$ cat src/rtl/aud_pes_pkg.sv
// Shared constants, types and the header byte table for the packet inserter.
package aud_pes_pkg;

    localparam int          HDR_LEN   = 14;
    localparam logic [31:0] SYNC_WORD = 32'hFFFD_C400;

    typedef enum logic {RD_IDLE, RD_BURST} rd_state_e;

    // Returns header byte number idx for a given packet length and timestamp.
    function automatic logic [7:0] pes_hdr_byte(input logic [3:0]  idx,
                                                input logic [15:0] plen,
                                                input logic [32:0] ts);
        logic [7:0] b;
        case (idx)
            4'd0:    b = 8'h00;
            4'd1:    b = 8'h00;
            4'd2:    b = 8'h01;
            4'd3:    b = 8'hC0;
            4'd4:    b = plen[15:8];
            4'd5:    b = plen[7:0];
            4'd6:    b = 8'h80;
            4'd7:    b = 8'h80;
            4'd8:    b = 8'h05;
            4'd9:    b = {4'b0010, ts[32:30], 1'b1};
            4'd10:   b = ts[29:22];
            4'd11:   b = {ts[21:15], 1'b1};
            4'd12:   b = ts[14:7];
            4'd13:   b = {ts[6:0], 1'b1};
            default: b = 8'h00;
        endcase
        return b;
    endfunction

endpackage

$ cat src/rtl/aud_pes_rd_ctrl.sv
// Burst read controller. Waits for the half-full flag, then pops up to
// BURST_LEN bytes (pausing on empty or while hold is high) and returns to idle.
// Assumes a first-word-fall-through FIFO: a pop is rd_en high on a clock edge.
module aud_pes_rd_ctrl
    import aud_pes_pkg::*;
#(
    parameter int BURST_LEN = 576
) (
    input  logic clk,
    input  logic rst_n,
    input  logic fifo_empty,
    input  logic fifo_half,
    input  logic hold,
    output logic rd_en
);
    localparam int CW = $clog2(BURST_LEN);

    rd_state_e       state;
    logic [CW-1:0]   cnt;

    // Pop only inside a burst, with data present and no header in progress.
    always_comb rd_en = (state == RD_BURST) && !fifo_empty && !hold;

    // Burst state and pop counter.
    always_ff @(posedge clk) begin
        if (!rst_n) begin
            state <= RD_IDLE;
            cnt   <= '0;
        end else begin
            case (state)
                RD_IDLE: if (fifo_half) begin
                    state <= RD_BURST;
                    cnt   <= '0;
                end
                default: if (rd_en) begin
                    if (cnt == CW'(BURST_LEN - 1)) begin
                        state <= RD_IDLE;
                        cnt   <= '0;
                    end else begin
                        cnt <= cnt + 1'b1;
                    end
                end
            endcase
        end
    end

endmodule

$ cat src/rtl/aud_pes_frame_track.sv
// Frame tracker. Matches the four-byte sync word on popped bytes, locks once,
// then counts FRAME_LEN bytes per frame and flags the pop of each last byte.
// Assumes FRAME_LEN > 4 and that frames after lock are exactly FRAME_LEN long.
module aud_pes_frame_track
    import aud_pes_pkg::*;
#(
    parameter int FRAME_LEN = 576
) (
    input  logic       clk,
    input  logic       rst_n,
    input  logic       pop,
    input  logic [7:0] din,
    output logic       frame_end
);
    localparam int CW = $clog2(FRAME_LEN);

    logic [23:0]   hist;
    logic          locked;
    logic [CW-1:0] pos;
    logic          match;

    // Sync word seen on this pop, given the three earlier popped bytes.
    always_comb match = pop && ({hist, din} == SYNC_WORD);

    // Last byte of a locked frame is being popped.
    always_comb frame_end = pop && locked && (pos == CW'(FRAME_LEN - 1));

    // Byte history, lock flag and position of the next byte within its frame.
    always_ff @(posedge clk) begin
        if (!rst_n) begin
            hist   <= '0;
            locked <= 1'b0;
            pos    <= '0;
        end else if (pop) begin
            hist <= {hist[15:0], din};
            if (!locked && match) begin
                locked <= 1'b1;
                pos    <= CW'(4);
            end else if (locked) begin
                pos <= frame_end ? '0 : pos + 1'b1;
            end
        end
    end

endmodule

$ cat src/rtl/aud_pes_hdr_emit.sv
// Header emitter. On start it captures the timestamp and steps through the
// 14 header bytes, one per cycle. Assumes start never arrives while active.
module aud_pes_hdr_emit
    import aud_pes_pkg::*;
#(
    parameter int PKT_LEN = 584
) (
    input  logic        clk,
    input  logic        rst_n,
    input  logic        start,
    input  logic [32:0] ts_in,
    output logic        active,
    output logic        first,
    output logic [7:0]  byte_out
);
    localparam logic [3:0] LAST = 4'(HDR_LEN - 1);

    logic [3:0]  idx;
    logic [32:0] ts_q;

    // Current header byte and first-byte marker.
    always_comb begin
        byte_out = pes_hdr_byte(idx, 16'(PKT_LEN), ts_q);
        first    = active && (idx == 4'd0);
    end

    // Timestamp capture and header byte index.
    always_ff @(posedge clk) begin
        if (!rst_n) begin
            active <= 1'b0;
            idx    <= '0;
            ts_q   <= '0;
        end else if (start) begin
            ts_q   <= ts_in;
            active <= 1'b1;
            idx    <= '0;
        end else if (active) begin
            if (idx == LAST) active <= 1'b0;
            idx <= idx + 1'b1;
        end
    end

endmodule

$ cat src/rtl/aud_pes_inserter.sv
// Top: pops audio bytes in frame-sized bursts, locks onto frame boundaries and
// puts a 14-byte packet header with the captured timestamp before each frame.
// Assumes a first-word-fall-through FIFO and FRAME_LEN > 4.
module aud_pes_inserter #(
    parameter int FRAME_LEN = 576,
    parameter int PKT_LEN   = FRAME_LEN + 8
) (
    input  logic        clk,
    input  logic        rst_n,
    input  logic [7:0]  fifo_rdata,
    input  logic        fifo_empty,
    input  logic        fifo_half,
    output logic        fifo_rd_en,
    input  logic [32:0] pts,
    output logic [7:0]  out_data,
    output logic        out_valid,
    output logic        pkt_start,
    output logic        frame_sync
);
    logic       hdr_active;
    logic       hdr_first;
    logic [7:0] hdr_byte;
    logic       frame_end;

    aud_pes_rd_ctrl #(.BURST_LEN(FRAME_LEN)) rd_i (
        .clk        (clk),
        .rst_n      (rst_n),
        .fifo_empty (fifo_empty),
        .fifo_half  (fifo_half),
        .hold       (hdr_active),
        .rd_en      (fifo_rd_en)
    );

    aud_pes_frame_track #(.FRAME_LEN(FRAME_LEN)) trk_i (
        .clk       (clk),
        .rst_n     (rst_n),
        .pop       (fifo_rd_en),
        .din       (fifo_rdata),
        .frame_end (frame_end)
    );

    aud_pes_hdr_emit #(.PKT_LEN(PKT_LEN)) hdr_i (
        .clk      (clk),
        .rst_n    (rst_n),
        .start    (frame_end),
        .ts_in    (pts),
        .active   (hdr_active),
        .first    (hdr_first),
        .byte_out (hdr_byte)
    );

    // Output register: header bytes take priority, otherwise the popped byte.
    always_ff @(posedge clk) begin
        if (!rst_n) begin
            out_data   <= '0;
            out_valid  <= 1'b0;
            pkt_start  <= 1'b0;
            frame_sync <= 1'b0;
        end else begin
            frame_sync <= frame_end;
            if (hdr_active) begin
                out_data  <= hdr_byte;
                out_valid <= 1'b1;
                pkt_start <= hdr_first;
            end else begin
                out_valid <= fifo_rd_en;
                pkt_start <= 1'b0;
                if (fifo_rd_en) out_data <= fifo_rdata;
            end
        end
    end

endmodule

$ cat config.mk
export PLATFORM = sky130hd
export DESIGN_NAME = aud_pes_inserter
export DESIGN_NICKNAME = d
export VERILOG_FILES = /design/src/rtl/aud_pes_pkg.sv /design/src/rtl/aud_pes_rd_ctrl.sv /design/src/rtl/aud_pes_frame_track.sv /design/src/rtl/aud_pes_hdr_emit.sv /design/src/rtl/aud_pes_inserter.sv
export SDC_FILE = /design/constraint.sdc
export NUM_CORES = 1
export LEC_CHECK = 0
export ABC_CLOCK_PERIOD_IN_PS = 2200
export BUFFER_PORTS_ARGS = -buffer_cell sky130_fd_sc_hd__buf_4
export CAP_MARGIN = 20
export CORE_MARGIN = 2
export CORE_UTILIZATION = 54
export CTS_BUF_LIST = sky130_fd_sc_hd__clkbuf_8
export CTS_CLUSTER_SIZE = 12
export DETAILED_ROUTE_END_ITERATION = 10
export PLACE_DENSITY = 0.79
export SLEW_MARGIN = 20
export SYNTH_ARGS = -nofsm -noshare
export SYNTH_HDL_FRONTEND = slang
export SYNTH_SLANG_ARGS = --single-unit
$ cat constraint.sdc
create_clock -name clk -period 2.2 [get_ports clk]
set_input_delay 0.11 -clock clk [delete_from_list [all_inputs] [get_ports clk]]
set_output_delay 0.11 -clock clk [all_outputs]
set_load 0.02 [all_outputs]
==> summary.txt <==
Outcome
  • Status: complete, no violations

STA
  • Final Hold Viols: 0
  • Fin Clk Skew: 0.0146 ns
  • RSZ-0062 raised after global routing: false
  • Fin crit period: 2.15 ns
  • Final Max Slew Viols: 0
  • Maximum clock rate: 0.465 GHz
  • Final setup vio count: 0
  • Worst-Margin Slew: 0.781 ns
  • Total Neg Setup Slack: 0 ns
  • Max-slew headroom: 47.5%
  • Final worst slack: 0.0476 ns
  • Final worst-path cycle share: 97.8%

Finish
  • Diodes inserted: 0
  • Core Util, Final: 71.1%
  • Area Growth Syn to Fin: 25.7%
  • Fin nets: 643
  • Fin cells: 696
  • Ratio of cells with drive above 1 in the final layout: 19.8%

Clock network
  • Later-pin clock latency in the skew report: 0.36 ns
  • Worst-case clock buffer depth: 2
  • Num CTS Buffers: 9
  • Clk sink count: 95
  • TritonCTS clock tree: done
  • Reg clk slew, reported paths: 0.09 ns
  • Clk root buf: clkbuf_8
  • H-tree levels: 3

Synth
  • Seq/Total Area, Yosys: 45.8%
  • Synth Register Bits: 95
  • Syn avg cell area: 8.07 um2
  • Post-synth EDFFs: 0
  • Mapped cell area: 0.00415 mm2
  • Count of cell types in the netlist: 61
  • Largest area contributor in the netlist: dfxtp_1
  • Area contributors post-synth: dfxtp_1, nand2_1, a21oi_1
  • Yosys top cell area share: 45.8%
  • Top FF cell, synth: dfxtp_1
  • Mapped Cells: 514
  • Synthesis Warnings: 0
  • Syn_nets: 565
  • Synth async-reset ratio: 0%

Worst hold path
  • Hold path startpoint: pts[17]
  • WHS Path Cells: 3
  • Worst hold-check path type: in2reg

Setup path
  • WP data arrival: 2.36 ns
  • CP required: 2.41 ns
  • Crit. Startpoint: trk_i.locked
  • FF-to-FF path depth: 6
  • Worst Setup End Kind: register
  • Critical path fanouts, max: 9
  • CP startpoint kind: register
  • RR Startpoint: trk_i.locked
  • Setup CP Type: reg2reg

Floorplanning
  • Die width: 91.7 um
  • Rows: 31
  • Full die area: 0.00840 mm2
  • IO Pins: 57
  • Core Area: 0.00733 mm2
  • Initial Util: 56.6%
  • Die Height: 91.7 um

Detailed routing
  • DR iter-0 viols: 223
  • Via density: 5.70
  • Post-Route WL: 10900 um
  • Residual DRC: 0
  • DR pass1 iterations: 6
  • Routed WL per cell: 15.6 um
  • Antenna Nets Post-Route: 0
  • Vias: 3964

Global route
  • Total GRT Usage: 24.6%
  • Gr ovfl total: 0
  • Vias in the first global route: 3627
  • Initial antenna violation count: 0
  • Pin count of the biggest net entering global routing: 70
  • First-pass GRT wire length: 16900 um

Place
  • Dpl hpwl: 6920 um
  • Final RePlAce weighted congestion: 0.829
  • Post-Place Cells: 660
  • Pre-CTS setup slack: 0.0466 ns
  • I/O Buffers: 56

Power and ir drop
  • Max VDD drop: 340 uV
  • Pwr dens: 598 mW/mm2
  • Leakage Power: 0.00194 uW

Run
  • Max-Cap Viols: 0
worst paths after layout:
kind                    end  slack, ns
max reg2reg  hdr_i.ts_q[21]       0.05
min          hdr_i.ts_q[17]      0.008
max          hdr_i.ts_q[21]       0.05
min reg2reg  hdr_i.ts_q[31]       0.45
cells in the mapped netlist (2+ instances only):
cell type  instances
nand2_1          135
dfxtp_1           95
a21oi_1           65
nor2_1            28
clkbuf_1          22
o21ai_0           18
nand3_1           17
a31oi_1            8
nor3_1             8
a22oi_1            7
nand4_1            7
xnor2_1            7
and3_1             6
ha_1               6
inv_1              6
a22o_1             4
buf_2              4
buf_6              4
o211ai_1           4
xor2_1             4
and2_1             3
buf_1              3
nor4_1             3
o21a_1             3
a21bo_2            2
a221o_1            2
a221oi_1           2
clkinv_1           2
mux2_2             2
mux2i_1            2
nand3b_1           2
nor4bb_1           2
or3_1              2
or4b_2             2
report_power, final:
| group | leakage, uW | internal, uW | switching [uW] |
|---|---|---|---|
| clock | 0.000110 | 556 | 604 |
| sequential | 0.000769 | 1740 | 14.2 |
| combinational | 0.00106 | 102 | 107 |
sequential cells by signal, summed over array words and instances (netlist names):
signal / flops
rd_i.cnt: 10
trk_i.pos: 10
trk_i.locked: 1
rd_i.state: 1
pkt_start: 1
hdr_i.idx: 4
hdr_i.ts_q: 33
out_data: 8
hdr_i.active: 1
out_valid: 1
trk_i.hist: 24
frame_sync: 1
kinds of logic after synthesis:
| family | count (synthesis) | share of synthesized area [%] |
|---|---|---|
| adder cells (fa/ha/maj) | 6 | 1.81 |
| multiplexers | 4 | 1.03 |
| flip-flops | 95 | 45.8 |
| AO/OA/AOI/OAI | 128 | 18.7 |
| XOR/XNOR | 11 | 2.32 |
| buffers and inverters | 41 | 4.55 |
| AND/OR/NAND/NOR | 229 | 25.8 |
metrics by stage:
step | instance area, um2 | hold slack (ns) | total power [uW]
final | 5210 | 0.00752 | 3120
after global routing | 5210 | 0.00608 | 3230
after CTS | 5070 | 0.000856 | 3130
after detailed placement | 4740 | 0.372 | 1980
after global placement | 4740 | 0.368 | 1970
after floorplan | 4150 | 0.246 | 1870
layout by cell type (no fill, tap or decap), types with 3 or more instances in the layout:
cell,instances
o21ai_0,18
nor4_1,3
ha_1,5
xor2_1,4
nor3_1,8
dfxtp_2,3
dlygate4sd3_1,13
a22oi_1,7
dfxtp_1,91
a31oi_1,8
clkbuf_8,10
nand4_1,7
o21a_1,3
xnor2_1,7
a21oi_1,65
nor2_1,28
and2_1,3
nand3_1,17
clkbuf_16,4
inv_1,8
and3_1,6
buf_4,80
o211ai_1,4
nand2_1,135
a22o_1,4
worst max-delay path, cell delays in order (launching register included):
cell and delay [ns]:
dfxtp_1 0.40, nand4bb_1 0.16, or4_4 0.51, or4b_4 0.60
clkbuf_16 0.21, nand2_1 0.06, a21oi_1 0.05
area by class of cell:
type	count	area, um2
sequential	95	1910
multi-input combinational	378	2070
timing repair buffer	100	882
inverter	8	30.0
clock inverter	6	60.1
fill	592	2120
clock buffer	10	138
tap	99	124
metal layers:
metal	global-route usage, %	vias to the layer above	routed length, um
met5	0	-	0
met2	40.4	140	5320
met3	3.37	17	556
met4	9.22	0	177
li1	-	1945	-
met1	33.0	1862	4800
timing repair:
item | in CTS | in global routing
gates resized for setup | 0 | 5
buffers inserted | 0 | 2
endpoints found under the setup margin | 0 | 33
hold buffers | 13 | 0
endpoints found under the hold margin | 13 | 0
No activity file was read; power rests on OpenSTA's default activity.
